--- src/rtl/stopctl_pkg.sv ---
package stopctl_pkg;

  typedef enum logic [2:0] {
    M_RUN   = 3'd0,
    M_WAIT  = 3'd1,
    M_STOP1 = 3'd2,
    M_STOP2 = 3'd3,
    M_STOP3 = 3'd4
  } mode_e;

  typedef enum logic [1:0] {
    WK_NONE   = 2'd0,
    WK_RESET  = 2'd1,
    WK_VECTOR = 2'd2,
    WK_DEBUG  = 2'd3
  } wake_e;

  function automatic logic is_stop(input mode_e m);
    return (m == M_STOP1) || (m == M_STOP2) || (m == M_STOP3);
  endfunction

endpackage

--- src/rtl/stopctl_sync.sv ---
module stopctl_sync #(
  parameter int W      = 1,
  parameter int STAGES = 2
) (
  input  logic         clk,
  input  logic         rst,
  input  logic [W-1:0] d,
  output logic [W-1:0] q
);

  logic [W-1:0] pipe [STAGES];

  always_ff @(posedge clk) begin
    if (rst) begin
      for (int i = 0; i < STAGES; i++) pipe[i] <= '0;
    end else begin
      pipe[0] <= d;
      for (int i = 1; i < STAGES; i++) pipe[i] <= pipe[i-1];
    end
  end

  assign q = pipe[STAGES-1];

endmodule

--- src/rtl/stopctl_resolve.sv ---
module stopctl_resolve
  import stopctl_pkg::*;
(
  input  logic  pd_en,
  input  logic  pd_partial,
  input  logic  dbg_en,
  input  logic  lv_en,
  input  logic  lv_stop_en,
  output mode_e target,
  output logic  keep_dbg,
  output logic  keep_lv
);

  mode_e asked;

  always_comb begin
    if (!pd_en)          asked = M_STOP3;
    else if (pd_partial) asked = M_STOP2;
    else                 asked = M_STOP1;
  end

  assign keep_dbg = dbg_en;
  assign keep_lv  = lv_en & lv_stop_en;

  // Deep stop would cut power that debug or voltage monitoring needs.
  assign target = (keep_dbg || keep_lv) ? M_STOP3 : asked;

endmodule

--- src/rtl/stopctl_wake_arb.sv ---
module stopctl_wake_arb
  import stopctl_pkg::*;
#(
  parameter int NIRQ = 4,
  localparam int VW  = $clog2(NIRQ + 2)
) (
  input  mode_e            mode,
  input  logic             keep_dbg,
  input  logic             keep_lv,
  input  logic             rti_on,
  input  logic             lv_rst_sel,
  input  logic             pin_s,
  input  logic             lv_s,
  input  logic             dbg_s,
  input  logic             rti_s,
  input  logic [NIRQ-1:0]  irq_s,
  output wake_e            kind,
  output logic [VW-1:0]    vec
);

  localparam logic [VW-1:0] VEC_RTI = VW'(NIRQ);
  localparam logic [VW-1:0] VEC_LV  = VW'(NIRQ + 1);

  logic [NIRQ-1:0] first;
  logic [VW-1:0]   irq_idx;
  logic            pin_ok, irq_ok, rti_ok, lv_ok, dbg_ok;

  for (genvar i = 0; i < NIRQ; i++) begin : g_first
    if (i == 0) begin : g_lo
      assign first[i] = irq_s[0];
    end else begin : g_hi
      assign first[i] = irq_s[i] & ~(|irq_s[i-1:0]);
    end
  end

  always_comb begin
    irq_idx = '0;
    for (int i = 0; i < NIRQ; i++)
      if (first[i]) irq_idx = VW'(i);
  end

  assign pin_ok = (mode != M_RUN);
  assign irq_ok = (mode == M_WAIT) || (mode == M_STOP2) || (mode == M_STOP3);
  assign rti_ok = irq_ok && rti_on;
  assign lv_ok  = (mode == M_STOP3) && keep_lv;
  assign dbg_ok = (mode == M_STOP3) && keep_dbg;

  always_comb begin
    kind = WK_NONE;
    vec  = '0;
    if (pin_ok && pin_s) begin
      kind = WK_RESET;
    end else if (lv_ok && lv_s) begin
      if (lv_rst_sel) kind = WK_RESET;
      else begin
        kind = WK_VECTOR;
        vec  = VEC_LV;
      end
    end else if (dbg_ok && dbg_s) begin
      kind = WK_DEBUG;
    end else if (irq_ok && |irq_s) begin
      kind = WK_VECTOR;
      vec  = irq_idx;
    end else if (rti_ok && rti_s) begin
      kind = WK_VECTOR;
      vec  = VEC_RTI;
    end
  end

endmodule

--- src/rtl/stop_mode_ctrl.sv ---
module stop_mode_ctrl
  import stopctl_pkg::*;
#(
  parameter int NIRQ      = 4,
  parameter int SYNC_STG  = 2,
  localparam int VW       = $clog2(NIRQ + 2)
) (
  input  logic            clk,
  input  logic            rst,
  input  logic            stop_req,
  input  logic            wait_req,
  input  logic            pd_en,
  input  logic            pd_partial,
  input  logic            dbg_en,
  input  logic            lv_en,
  input  logic            lv_stop_en,
  input  logic            lv_rst_sel,
  input  logic [2:0]      rti_sel,
  input  logic [NIRQ-1:0] irq,
  input  logic            rti_tick,
  input  logic            rst_pin,
  input  logic            lv_event,
  input  logic            dbg_wake_cmd,
  input  logic            dbg_mem_req,
  output logic [2:0]      mode,
  output logic            cpu_clk_en,
  output logic            periph_clk_en,
  output logic            dbg_clk_en,
  output logic            reg_standby,
  output logic            slow_osc_en,
  output logic            reset_req,
  output logic            vec_req,
  output logic [VW-1:0]   vec_id,
  output logic            dbg_active,
  output logic            dbg_mem_ok,
  output logic            dbg_mem_err
);

  localparam int SW = NIRQ + 4;

  // Synchronized wake inputs
  logic [SW-1:0]   async_in, sync_out;
  logic [NIRQ-1:0] irq_s;
  logic            pin_s, lv_s, dbg_s, rti_s;

  assign async_in = {dbg_wake_cmd, lv_event, rst_pin, rti_tick, irq};

  stopctl_sync #(.W(SW), .STAGES(SYNC_STG)) u_sync (
    .clk (clk),
    .rst (rst),
    .d   (async_in),
    .q   (sync_out)
  );

  assign irq_s = sync_out[NIRQ-1:0];
  assign rti_s = sync_out[NIRQ];
  assign pin_s = sync_out[NIRQ+1];
  assign lv_s  = sync_out[NIRQ+2];
  assign dbg_s = sync_out[NIRQ+3];

  // Depth resolution
  mode_e target;
  logic  res_keep_dbg, res_keep_lv;

  stopctl_resolve u_res (
    .pd_en      (pd_en),
    .pd_partial (pd_partial),
    .dbg_en     (dbg_en),
    .lv_en      (lv_en),
    .lv_stop_en (lv_stop_en),
    .target     (target),
    .keep_dbg   (res_keep_dbg),
    .keep_lv    (res_keep_lv)
  );

  // State
  mode_e          mode_q, mode_d;
  logic           keep_dbg_q, keep_dbg_d, keep_lv_q, keep_lv_d;
  logic           dbg_act_d;
  wake_e          kind;
  logic [VW-1:0]  arb_vec;

  stopctl_wake_arb #(.NIRQ(NIRQ)) u_arb (
    .mode       (mode_q),
    .keep_dbg   (keep_dbg_q),
    .keep_lv    (keep_lv_q),
    .rti_on     (slow_osc_en),
    .lv_rst_sel (lv_rst_sel),
    .pin_s      (pin_s),
    .lv_s       (lv_s),
    .dbg_s      (dbg_s),
    .rti_s      (rti_s),
    .irq_s      (irq_s),
    .kind       (kind),
    .vec        (arb_vec)
  );

  logic          rst_req_d, vec_req_d;
  logic [VW-1:0] vec_id_d;

  always_comb begin
    mode_d     = mode_q;
    keep_dbg_d = keep_dbg_q;
    keep_lv_d  = keep_lv_q;
    dbg_act_d  = dbg_active;
    rst_req_d  = 1'b0;
    vec_req_d  = 1'b0;
    vec_id_d   = '0;
    if (mode_q == M_RUN) begin
      if (stop_req) begin
        mode_d     = target;
        keep_dbg_d = res_keep_dbg;
        keep_lv_d  = res_keep_lv;
        dbg_act_d  = 1'b0;
      end else if (wait_req) begin
        mode_d    = M_WAIT;
        dbg_act_d = 1'b0;
      end
    end else if (kind != WK_NONE) begin
      mode_d     = M_RUN;
      keep_dbg_d = 1'b0;
      keep_lv_d  = 1'b0;
      case (kind)
        WK_RESET:  rst_req_d = 1'b1;
        WK_DEBUG:  dbg_act_d = 1'b1;
        WK_VECTOR: begin
          vec_req_d = 1'b1;
          vec_id_d  = arb_vec;
        end
        default: ;
      endcase
    end
  end

  // Registered outputs, aligned with the mode they describe
  always_ff @(posedge clk) begin
    if (rst) begin
      mode_q        <= M_RUN;
      keep_dbg_q    <= 1'b0;
      keep_lv_q     <= 1'b0;
      cpu_clk_en    <= 1'b1;
      periph_clk_en <= 1'b1;
      dbg_clk_en    <= 1'b1;
      reg_standby   <= 1'b0;
      slow_osc_en   <= 1'b0;
      reset_req     <= 1'b0;
      vec_req       <= 1'b0;
      vec_id        <= '0;
      dbg_active    <= 1'b0;
      dbg_mem_ok    <= 1'b0;
      dbg_mem_err   <= 1'b0;
    end else begin
      mode_q        <= mode_d;
      keep_dbg_q    <= keep_dbg_d;
      keep_lv_q     <= keep_lv_d;
      cpu_clk_en    <= (mode_d == M_RUN);
      periph_clk_en <= (mode_d == M_RUN) || (mode_d == M_WAIT);
      dbg_clk_en    <= (mode_d == M_RUN) || (mode_d == M_WAIT) || keep_dbg_d;
      reg_standby   <= is_stop(mode_d) && !keep_dbg_d && !keep_lv_d;
      slow_osc_en   <= (rti_sel != 3'd0);
      reset_req     <= rst_req_d;
      vec_req       <= vec_req_d;
      vec_id        <= vec_id_d;
      dbg_active    <= dbg_act_d;
      dbg_mem_ok    <= dbg_mem_req && (mode_q == M_RUN);
      dbg_mem_err   <= dbg_mem_req && (mode_q != M_RUN);
    end
  end

  assign mode = mode_q;

  // Assertions
  p_stop_entry_r1: assert property (@(posedge clk) disable iff (rst)
    (mode_q == M_RUN && stop_req) |=> is_stop(mode_q));

  p_dbg_light_r2: assert property (@(posedge clk) disable iff (rst)
    (mode_q == M_RUN && stop_req && dbg_en) |=> (mode_q == M_STOP3));

  p_lv_light_r3: assert property (@(posedge clk) disable iff (rst)
    (mode_q == M_RUN && stop_req && lv_en && lv_stop_en) |=> (mode_q == M_STOP3));

  p_dbg_alive_r4: assert property (@(posedge clk) disable iff (rst)
    (is_stop(mode_q) && keep_dbg_q) |-> (dbg_clk_en && !reg_standby));

  p_lv_reg_r5: assert property (@(posedge clk) disable iff (rst)
    (is_stop(mode_q) && keep_lv_q) |-> !reg_standby);

  p_rti_off_r6: assert property (@(posedge clk) disable iff (rst)
    (rti_sel == 3'd0) |=> !slow_osc_en);

  p_stop1_novec_r7: assert property (@(posedge clk) disable iff (rst)
    vec_req |-> ($past(mode_q) != M_STOP1));

  p_one_exit_r8: assert property (@(posedge clk) disable iff (rst)
    !(reset_req && vec_req));

  p_mem_err_r11: assert property (@(posedge clk) disable iff (rst)
    (dbg_mem_req && mode_q != M_RUN) |=> (dbg_mem_err && !dbg_mem_ok));

endmodule

--- config.mk ---
export PLATFORM = sky130hd
export DESIGN_NAME = stop_mode_ctrl
export DESIGN_NICKNAME = d
export VERILOG_FILES = /design/src/rtl/stopctl_pkg.sv /design/src/rtl/stopctl_sync.sv /design/src/rtl/stopctl_resolve.sv /design/src/rtl/stopctl_wake_arb.sv /design/src/rtl/stop_mode_ctrl.sv
export SDC_FILE = /design/constraint.sdc
export NUM_CORES = 1
export LEC_CHECK = 0
export ABC_AREA = 1
export BUFFER_PORTS_ARGS = -buffer_cell sky130_fd_sc_hd__buf_4
export CORE_ASPECT_RATIO = 1.5
export CORE_MARGIN = 1.5
export CORE_UTILIZATION = 46
export CTS_CLUSTER_DIAMETER = 120
export DETAILED_ROUTE_END_ITERATION = 16
export PLACE_DENSITY = 0.71
export SETUP_SLACK_MARGIN = 0.15
export SYNTH_ARGS = -nofsm -noshare
export SYNTH_HDL_FRONTEND = slang
export SYNTH_HIERARCHICAL = 1
export SYNTH_SLANG_ARGS = --single-unit
--- constraint.sdc ---
create_clock -name clk -period 1.5 [get_ports clk]
set_input_delay 0.225 -clock clk [delete_from_list [all_inputs] [get_ports clk]]
set_output_delay 0.225 -clock clk [all_outputs]
set_load 0.005 [all_outputs]
=== Yosys cells after proc, flatten, opt, wreduce, memory -nomap -nowiden ===
Memories as Yosys holds them, arrays and structs flattened.
Cells that the tools add are included.

* Register bits: 18
* Bits in writable memories: 16
* Output and inout bits: 16
* Word-level logic and storage cells: 110
* Memories: 1

{| class="wikitable"
|+ Memories
! memory !! words !! bits a word !! rd ports !! clocked after Yosys merged registers in !! write ports !! RTL line !! source
|-
| u_sync.pipe || 2 || 8 || 2 || 0 || 2 || stopctl_sync.sv:11 || <nowiki>logic [W-1:0] pipe [STAGES];</nowiki>
|}

* Eq/ne operators: 11
* Muxes and demuxes: 39
* Bitwise logic cells: 11
* Reduce and logical (&&, ||, !) cells: 34

{| class="wikitable"
|+ Operators with widths
! kind !! count
|-
| $mux 3 || 13
|-
| $mux 1 || 18
|-
| $mux 8 || 2
|-
| $logic_and 1x1->1 || 12
|-
| $mux 2 || 6
|-
| $eq 3x2->1 const B || 3
|-
| $logic_or 1x1->1 || 7
|-
| $eq 3x1->1 const B || 2
|-
| $eq 3x3->1 const B || 2
|-
| $logic_not 3->1 || 2
|-
| $reduce_bool 2->1 || 3
|-
| $reduce_bool 3->1 || 2
|-
| $reduce_or 3->1 || 2
|-
| $not 1->1 || 5
|-
| $reduce_or 5->1 || 1
|-
| $and 1x1->1 || 4
|-
| $eq 2x2->1 const B || 2
|-
| $reduce_or 4->1 || 1
|-
| $ne 3x3->1 const B || 1
|-
| $reduce_and 3->1 || 1
|-
| $eq 2x1->1 const B || 1
|-
| $logic_not 1->1 || 2
|-
| $or 1x1->1 || 2
|-
| $reduce_or 2->1 || 1
|}

=== Depth between registers and ports, before layout ===
Gate-level depths: netlist of the first run.

* Depth in word-level cells: 18
* Gate-level depth with buffers: 16
* Depth with buffers taken out: 15

=== Hierarchy ===
The synthesis of the first run kept the hierarchy.

{| class="wikitable"
|+ Modules (own cells, without submodules)
! module !! times used !! cells each !! area each (um^2) !! sequential area each (um^2)
|-
| stop_mode_ctrl || 1 || 93 || 684.4 || 360.3
|-
| stopctl_sync || 1 || 58 || 534.3 || 320.3
|-
| stopctl_wake_arb || 1 || 46 || 209.0 || 0.0
|-
| stopctl_resolve || 1 || 10 || 47.5 || 0.0
|}

=== Least setup slack after synthesis of the first run ===
No wires, ideal clock.

* Path kind: register to register
* From: memory u_sync/pipe[0][14] (netlist name)
* To: register cpu_clk_en
* Library setup time: 0.064 ns
* Data arrival time: 1.512 ns
* Setup slack: -0.075 ns
* Stages on the path, launching flop included: 17
* Buffers on the path: 1
* Clock period less this slack: 1.575 ns
* Cells stage by stage: dfxtp_1 -> buf_4 -> nand2_1 -> inv_1 -> nand3_1 -> nand2_2 -> nand2_4 -> inv_1 -> nor2_1 -> inv_1 -> nand2_2 -> inv_1 -> nand2_1 -> o21ai_2 -> nor2_1 -> nor2_2 -> nor2_1

{| class="wikitable"
|+ RTL lines
! element !! RTL line !! source
|-
| start: declaration || stopctl_sync.sv:11 ||
|-
| end signal: assignment || stop_mode_ctrl.sv:156 || <nowiki>cpu_clk_en <= (mode_d == M_RUN);</nowiki>
|-
| end: declaration || stop_mode_ctrl.sv:26 || <nowiki>output logic cpu_clk_en,</nowiki>
|}

=== Final worst setup path of the first run ===
* From: register mode_q[0] (netlist: mode[0])
* To: register cpu_clk_en

* Word-level cells in the longest chain between the ends: 14
* Elaborated cells on any way between the ends: 26
* Those cells by class: eq/ne: 3; mux: 9; reduce/logical: 14

{| class="wikitable"
|+ Ends and longest elaborated chain
! element !! RTL line !! source
|-
| start: declaration || stop_mode_ctrl.sv:77 || <nowiki>mode_e mode_q, mode_d;</nowiki>
|-
| start signal: assignment || stop_mode_ctrl.sv:153 || <nowiki>mode_q <= mode_d;</nowiki>
|-
| $eq 3x1->1 or $eq 3x2->1 (tied branches) || stopctl_wake_arb.sv:43 || <nowiki>assign irq_ok = (mode == M_WAIT) || (mode == M_STOP2) || (mode == M_STOP3);</nowiki>
|-
| $logic_or 1x1->1 (2 in a row) || stopctl_wake_arb.sv:43 ||
|-
| $logic_and 1x1->1 || stopctl_wake_arb.sv:44 || <nowiki>assign rti_ok = irq_ok && rti_on;</nowiki>
|-
| $logic_and 1x1->1 || stopctl_wake_arb.sv:64 || <nowiki>end else if (rti_ok && rti_s) begin</nowiki>
|-
| $mux 2 || stopctl_wake_arb.sv:64 ||
|-
| $mux 2 || stopctl_wake_arb.sv:61 || <nowiki>end else if (irq_ok && |irq_s) begin</nowiki>
|-
| $mux 2 || stopctl_wake_arb.sv:59 || <nowiki>end else if (dbg_ok && dbg_s) begin</nowiki>
|-
| $mux 2 || stopctl_wake_arb.sv:53 || <nowiki>end else if (lv_ok && lv_s) begin</nowiki>
|-
| $mux 2 * || stopctl_wake_arb.sv:51 || <nowiki>if (pin_ok && pin_s) begin</nowiki>
|-
| net kind[1] || stop_mode_ctrl.sv:80 || <nowiki>wake_e kind;</nowiki>
|-
| $reduce_bool 2->1 * || stop_mode_ctrl.sv:119 || <nowiki>end else if (kind != WK_NONE) begin</nowiki>
|-
| $mux 3 * || stop_mode_ctrl.sv:119 ||
|-
| $mux 3 * || stop_mode_ctrl.sv:109 || <nowiki>if (mode_q == M_RUN) begin</nowiki>
|-
| $logic_not 3->1 * || stop_mode_ctrl.sv:156 ||
|}

The timed path passes the listed nets; every way through them passes the cells marked *.
A chain may end at the register's enable or synchronous reset.

==> impl_metrics.json, run 1 <==
{
  "outcome": "complete, but fails checks",
  "violations": "setup timing",
  "end_kind": "flop",
  "cp_data_arrival_time_ps": 1800,
  "cts_made_buffers": 5,
  "synth_area_leader_cell": "dfxtp_1",
  "hold_viol_final": 0,
  "startpoint_type": "flop",
  "drt-initial-drc-count": 23,
  "p_per_area_nw_per_um2": 1120,
  "path_cells": "nor2_4, nand2_2, inv_1, nand2_1, nand2_2, nor2_2, nor2_2, inv_1, nand2_2, inv_2, nand2_2, o21ai_4, nor2_2, nor2_2, nor2_1",
  "netlist_area_um2": 1480,
  "path_buf_inv": 3,
  "clock_sinks": 34,
  "rsz0062_at_grt": "yes",
  "grt_pass1_wl_um": 4610,
  "route.detailed.drc": 0,
  "syn_area_per_cell_um2": 7.13,
  "grt_pass1_vias": 1166,
  "synth_cells": 207,
  "drive_above_1_share": 0.411,
  "fp.dieH_um": 72.4,
  "largest_reg_flops": 16,
  "die-area_um2": 3560,
  "dpl_cell_area_um2": 1780,
  "period_needed_ps": 1580,
  "worstMarginPinSlew_ps": 295,
  "crit_path_start": "mode[0]$_SDFF_PP0_",
  "cts-root-buf": "clkbuf_8",
  "worst-setup-path-type": "reg2reg",
  "dp.cells": 280,
  "via_count": 1257,
  "pre_cts_ws_ps": -88.0,
  "cts_tree": "built",
  "clk_path_buf_depth": 2,
  "antenna_left": 0,
  "dr.pass1.iters": 4,
  "maxCapViolCount": 0,
  "synthTopCellsByArea": "dfxtp_1 (46%), inv_1 (13%), nor2_1 (9.4%), nand2_1 (8.1%), buf_4 (5.1%)",
  "critPathMaxStageDelay_ps": 360,
  "die_w_um": 49.2,
  "port-buffer-count": 37,
  "skew_ps": 4.90,
  "setup_viol": 5,
  "fmax_mhz": 634,
  "slew-limit-headroom": 0.803,
  "synth_top_cell_area_share": 0.461,
  "synth_seq_cells": 34,
  "start_util": 0.476,
  "synth_warnings": 6,
  "track_usage": 0.170,
  "crit_required_ps": 1720,
  "final_cell_mix": "buf_4 (48), inv_1 (43), nor2_1 (33), dfxtp_1 (30), nand2_1 (26)",
  "cellLeakagePower_nw": 1.03,
  "gp_congestion": 0.782,
  "ir_drop_mv": 0.840,
  "grt_overflow_total": 0,
  "grt_max_degree": 28,
  "coreArea_um2": 3100,
  "diodes": 0,
  "yosysUniqueCellTypes": 15,
  "viasPerCell": 4.29,
  "critPathMaxFanout": 4,
  "hpwl_um": 1920,
  "fin_crit_sh": 1.05,
  "mostFrequentLayoutCell": "buf_4",
  "final_area_um2": 1990,
  "wirelength_um": 2620,
  "antenna_found_initial": 0,
  "hold_path.class": "in2reg",
  "io_pins": 38,
  "num_rows": 25,
  "ys_seq_area_frac": 0.461,
  "nets": 274,
  "synth_nets": 229,
  "regMostFlops": "u_sync/pipe",
  "maxSlewViolCount": 0,
  "hp-start": "dbg_wake_cmd",
  "reg2reg_from": "mode[0]$_SDFF_PP0_",
  "postLayoutSetupSlackWorst_ps": -78.0,
  "clk_pin_slew_ps": 60,
  "postLayoutCoreUtil": 0.642,
  "clk_latency_ps": 280,
  "htree_levels": 2,
  "syn_to_final_growth_pct": 34.9,
  "crit_family": "simple AND/OR/NAND/NOR gates",
  "worst_path_max_delay_cell": "dfxtp_4",
  "routedWlPerCell_um": 8.94,
  "layout.cells.non_filler": 293
}
==> cell type report <==
class | count | area, um2
clock buffer | 7 | 86.3
clock inverter | 1 | 5.00
fill | 284 | 1110
inverter | 50 | 188
multi-input combinational | 111 | 587
sequential | 34 | 691
tap | 40 | 50.0
timing repair buffer | 50 | 383
==> cell usage after synthesis <==
cell and number:
buf_4 10, buf_8 1, nand2_4 1, nor2_1 37, nor2_2 8, nand2_1 32
o21ai_0 4, inv_1 50, nand3_1 7, a21oi_1 4, nor3_1 6, buf_6 1
nand2_2 10, o21ai_2 2, dfxtp_1 34
==> where the power goes <==
group          total [W]  switching [W]  internal [W]
Sequential       0.00101      0.0000362      0.000978
Clock           0.000669       0.000299      0.000369
Combinational   0.000550       0.000293      0.000257
==> repair_timing <==
action                                  CTS  global route
endpoints found under the setup margin   13            15
hold buffers                              0             0
pin swaps                                15             4
gates resized for setup                  23             4
setup buffers                             5             0
==> logic make-up (layout without fill, tap and decap cells) <==
| family | Yosys count | after routing | share of synthesized area |
|---|---|---|---|
| AND/OR/NAND/NOR | 101 | 101 | 0.304 |
| buffers and inverters | 62 | 108 | 0.196 |
| flip-flops | 34 | 34 | 0.461 |
| AO/OA/AOI/OAI | 10 | 10 | 0.0390 |
==> layer usage <==
layer,routed length [um],global-route usage
met5,0,0
met4,81,0.102
met3,128,0.0494
met2,1410,0.306
met1,995,0.172
==> worst register-to-register path, stage by stage, from the launching register on <==
cell	delay [ps]
dfxtp_4	360
nor2_4	110
nand2_2	70
inv_1	70
nand2_1	80
nand2_2	60
nor2_2	40
nor2_2	110
inv_1	50
nand2_2	80
inv_2	50
nand2_2	70
o21ai_4	80
nor2_2	130
nor2_2	60
nor2_1	90
==> metrics by stage <==
step	TNS [ps]	hold WS, ps	power [W]
2_1_floorplan	-27.2	332	0.00131
3_3_place_gp	-178	392	0.00149
3_5_place_dp	-301	393	0.00149
4_1_cts	-206	131	0.00225
5_1_grt	-1560	134	0.00237
6_report	-322	136	0.00223
==> final timing paths <==
check                                  endpoint  slack [ps]  cells after the start
setup / recovery          cpu_clk_en$_SDFF_PP1_         -80                     15
hold / removal     u_sync/pipe[0][7]$_SDFF_PP0_         140                      3
setup reg to reg          cpu_clk_en$_SDFF_PP1_         -80                     15
hold reg to reg   u_sync/pipe[0][10]$_SDFF_PP0_         400                      2
(Power assumes the default switching activity.)
==> inputs of run 2 (changes only) <==
--- a/config.mk
+++ b/config.mk
@@ -5,7 +5,6 @@
 export SDC_FILE = /design/constraint.sdc
 export NUM_CORES = 1
 export LEC_CHECK = 0
-export ABC_AREA = 1
 export BUFFER_PORTS_ARGS = -buffer_cell sky130_fd_sc_hd__buf_4
 export CORE_ASPECT_RATIO = 1.5
 export CORE_MARGIN = 1.5
==> run 2 against run 1 <==
  * Final area down 0.50%
  * Hold slack gained 17 ps
  * Utilization grew 4.4 points
  * Clock-buffer cell count unchanged
  * Clock power about the same
  * Register-to-register slack lost 340 ps
  * Routed wire length rose by 12%
  * The run still ends with setup timing left
==> impl_metrics.json, run 2 <==
{
  "final_cell_mix": "buf_4 (64), dfxtp_1 (31), nor2_1 (8), nor2b_2 (7)",
  "setup_viol": 15,
  "startpoint_type": "flop",
  "clk_path_buf_depth": 2,
  "dpl_cell_area_um2": 1860,
  "fin_crit_sh": 1.28,
  "cts_tree": "built",
  "antenna_found_initial": 0,
  "hpwl_um": 2260,
  "total_power_w": 0.00211,
  "synth_seq_cells": 34,
  "die-area_um2": 3380,
  "via_count": 1185,
  "layout.cells.non_filler": 236,
  "synth_nets": 158,
  "drive_above_1_share": 0.518,
  "r2r_slack_ps": -420,
  "grt_overflow_total": 0,
  "gp_congestion": 0.789,
  "period_needed_ps": 1920,
  "synthArstFlopShare": 0,
  "syn_area_per_cell_um2": 10.2,
  "worst_path_max_delay_cell": "or4_4",
  "synth_warnings": 6,
  "ys.flop_type": "dfxtp_1",
  "synthTopCellsByArea": "dfxtp_1 (49%), buf_4 (4.8%), nor2b_2 (4.4%), and2b_2 (3.8%), nor2b_1 (2.7%)",
  "cp_data_arrival_time_ps": 2100,
  "rsz0062_at_grt": "yes",
  "cts_hold_buf": 0,
  "syn_to_final_growth_pct": 42.0,
  "htree_levels": 2,
  "track_usage": 0.202,
  "final_area_um2": 1980,
  "synth_common_cells": "dfxtp_1 (34), buf_4 (9), nor2_1 (9), nor2b_2 (7)",
  "routedWlPerCell_um": 12.4,
  "wirelength_um": 2920,
  "synth_top_cell_area_share": 0.488,
  "crit_family": "simple AND/OR/NAND/NOR gates",
  "dp.cells": 226,
  "cts_made_buffers": 5,
  "cts-root-buf": "clkbuf_8",
  "coreArea_um2": 2880,
  "worstMarginPinSlew_ps": 304,
  "synth_cells": 136,
  "start_util": 0.484,
  "largest_reg_flops": 16,
  "path_buf_inv": 0,
  "skew_ps": 2.30,
  "critPathMaxFanout": 5,
  "mostFrequentLayoutCell": "buf_4",
  "grt_pass1_wl_um": 4900,
  "slew-limit-headroom": 0.797,
  "hold_path.class": "in2reg",
  "diodes": 0,
  "crit_required_ps": 1670,
  "viasPerCell": 5.02,
  "synth.most_common_cell": "dfxtp_1",
  "hold_viol_final": 0,
  "end_kind": "flop",
  "critPathMaxStageDelay_ps": 530,
  "clk_pin_slew_ps": 60,
  "drt-initial-drc-count": 22,
  "worst-setup-path-type": "reg2reg",
  "yosysUniqueCellTypes": 44,
  "p_per_area_nw_per_um2": 1060,
  "num_rows": 24,
  "port-buffer-count": 37,
  "die_w_um": 47.9,
  "nets": 218,
  "route.detailed.drc": 0,
  "synth_area_leader_cell": "dfxtp_1",
  "grt_pass1_vias": 1175,
  "cellLeakagePower_nw": 0.896,
  "maxSlewViolCount": 0,
  "fmax_mhz": 520,
  "clk_latency_ps": 280,
  "outcome": "complete, but fails checks",
  "synth_edf_count": 0,
  "path_cells": "or4_4, a21oi_2, a211oi_2, nor2_2, a32oi_1, and3b_1, o2111a_1",
  "netlist_area_um2": 1390,
  "regMostFlops": "u_sync/pipe",
  "grt_max_degree": 27,
  "fp.dieH_um": 70.4,
  "ir_drop_mv": 0.843,
  "maxCapViolCount": 0,
  "ys_seq_area_frac": 0.488,
  "postLayoutSetupSlackWorst_ps": -422,
  "io_pins": 38,
  "antenna_left": 0,
  "violations": "setup timing",
  "dr.pass1.iters": 4,
  "clock_sinks": 34
}
==> run 2: area by class of cell <==
| class | instances | area, um2 |
|---|---|---|
| fillers | 249 | 903 |
| flip-flops and latches | 34 | 689 |
| multi-input cells | 86 | 643 |
| repair buffers | 65 | 492 |
| clock buffers | 7 | 86.3 |
| well taps | 39 | 48.8 |
| inverters | 4 | 15.0 |
| clock inverters | 1 | 5.00 |
==> run 2: worst reg2reg max path, delay by kind of cell (launching register included) <==
family	cells	cell delay, ps
DFF	1	310
and+or+nand+nor	3	940
AOI/OAI and AO/OA	4	580
==> run 2: what timing repair did <==
action                     in CTS  in global routing
cloned                          0                  0
gates resized for setup         1                  3
pin swaps                       6                  0
setup endpoints to repair      15                 16
buffers inserted                1                  1
==> run 2: cell families (layout without fill, tap and decap cells) <==
family | Yosys count | after routing | share of synthesized area
AOI/OAI and AO/OA | 25 | 25 | 0.132
buffers and inverters | 16 | 77 | 0.0781
DFF | 34 | 34 | 0.488
muxes | 1 | 1 | 0.00808
and+or+nand+nor | 60 | 60 | 0.294
==> run 2: final timing paths <==
| kind | cells past startpoint | startpoint | to |
|---|---|---|---|
| hold reg to reg | 1 | u_sync/pipe[0][4]$_SDFF_PP0_ | u_sync/pipe[0][12]$_SDFF_PP0_ |
| setup / recovery | 7 | u_sync/pipe[0][10]$_SDFF_PP0_ | reg_standby$_SDFF_PP0_ |
| setup reg to reg | 7 | u_sync/pipe[0][10]$_SDFF_PP0_ | reg_standby$_SDFF_PP0_ |
| hold / removal | 2 | rti_tick | u_sync/pipe[0][4]$_SDFF_PP0_ |
==> run 2: per-stage QoR <==
stage	setup TNS [ps]	setup WS (ps)	hold slack, ps	utilization
2_1_floorplan	-2010	-450	345	-
3_3_place_gp	-2310	-374	420	0.645
3_5_place_dp	-2850	-447	426	0.645
4_1_cts	-3360	-426	141	0.681
5_1_grt	-5070	-487	139	0.687
6_report	-3940	-422	153	0.687
==> run 2: report_power, final <==
part | internal, W | switching (W) | total (W)
logic | 0.000260 | 0.000190 | 0.000450
clock network | 0.000369 | 0.000300 | 0.000669
registers | 0.000960 | 0.0000263 | 0.000986
total | 0.00159 | 0.000516 | 0.00211
==> run 2: metal layers <==
metal	vias to the layer above	global-route usage	share of wire	wire length, um
met3	6	0.0646	0.043	127
met4	0	0.0991	0.018	53
met5	-	0	0	0
met1	552	0.201	0.38	1100
li1	595	-	-	-
met2	32	0.347	0.56	1640
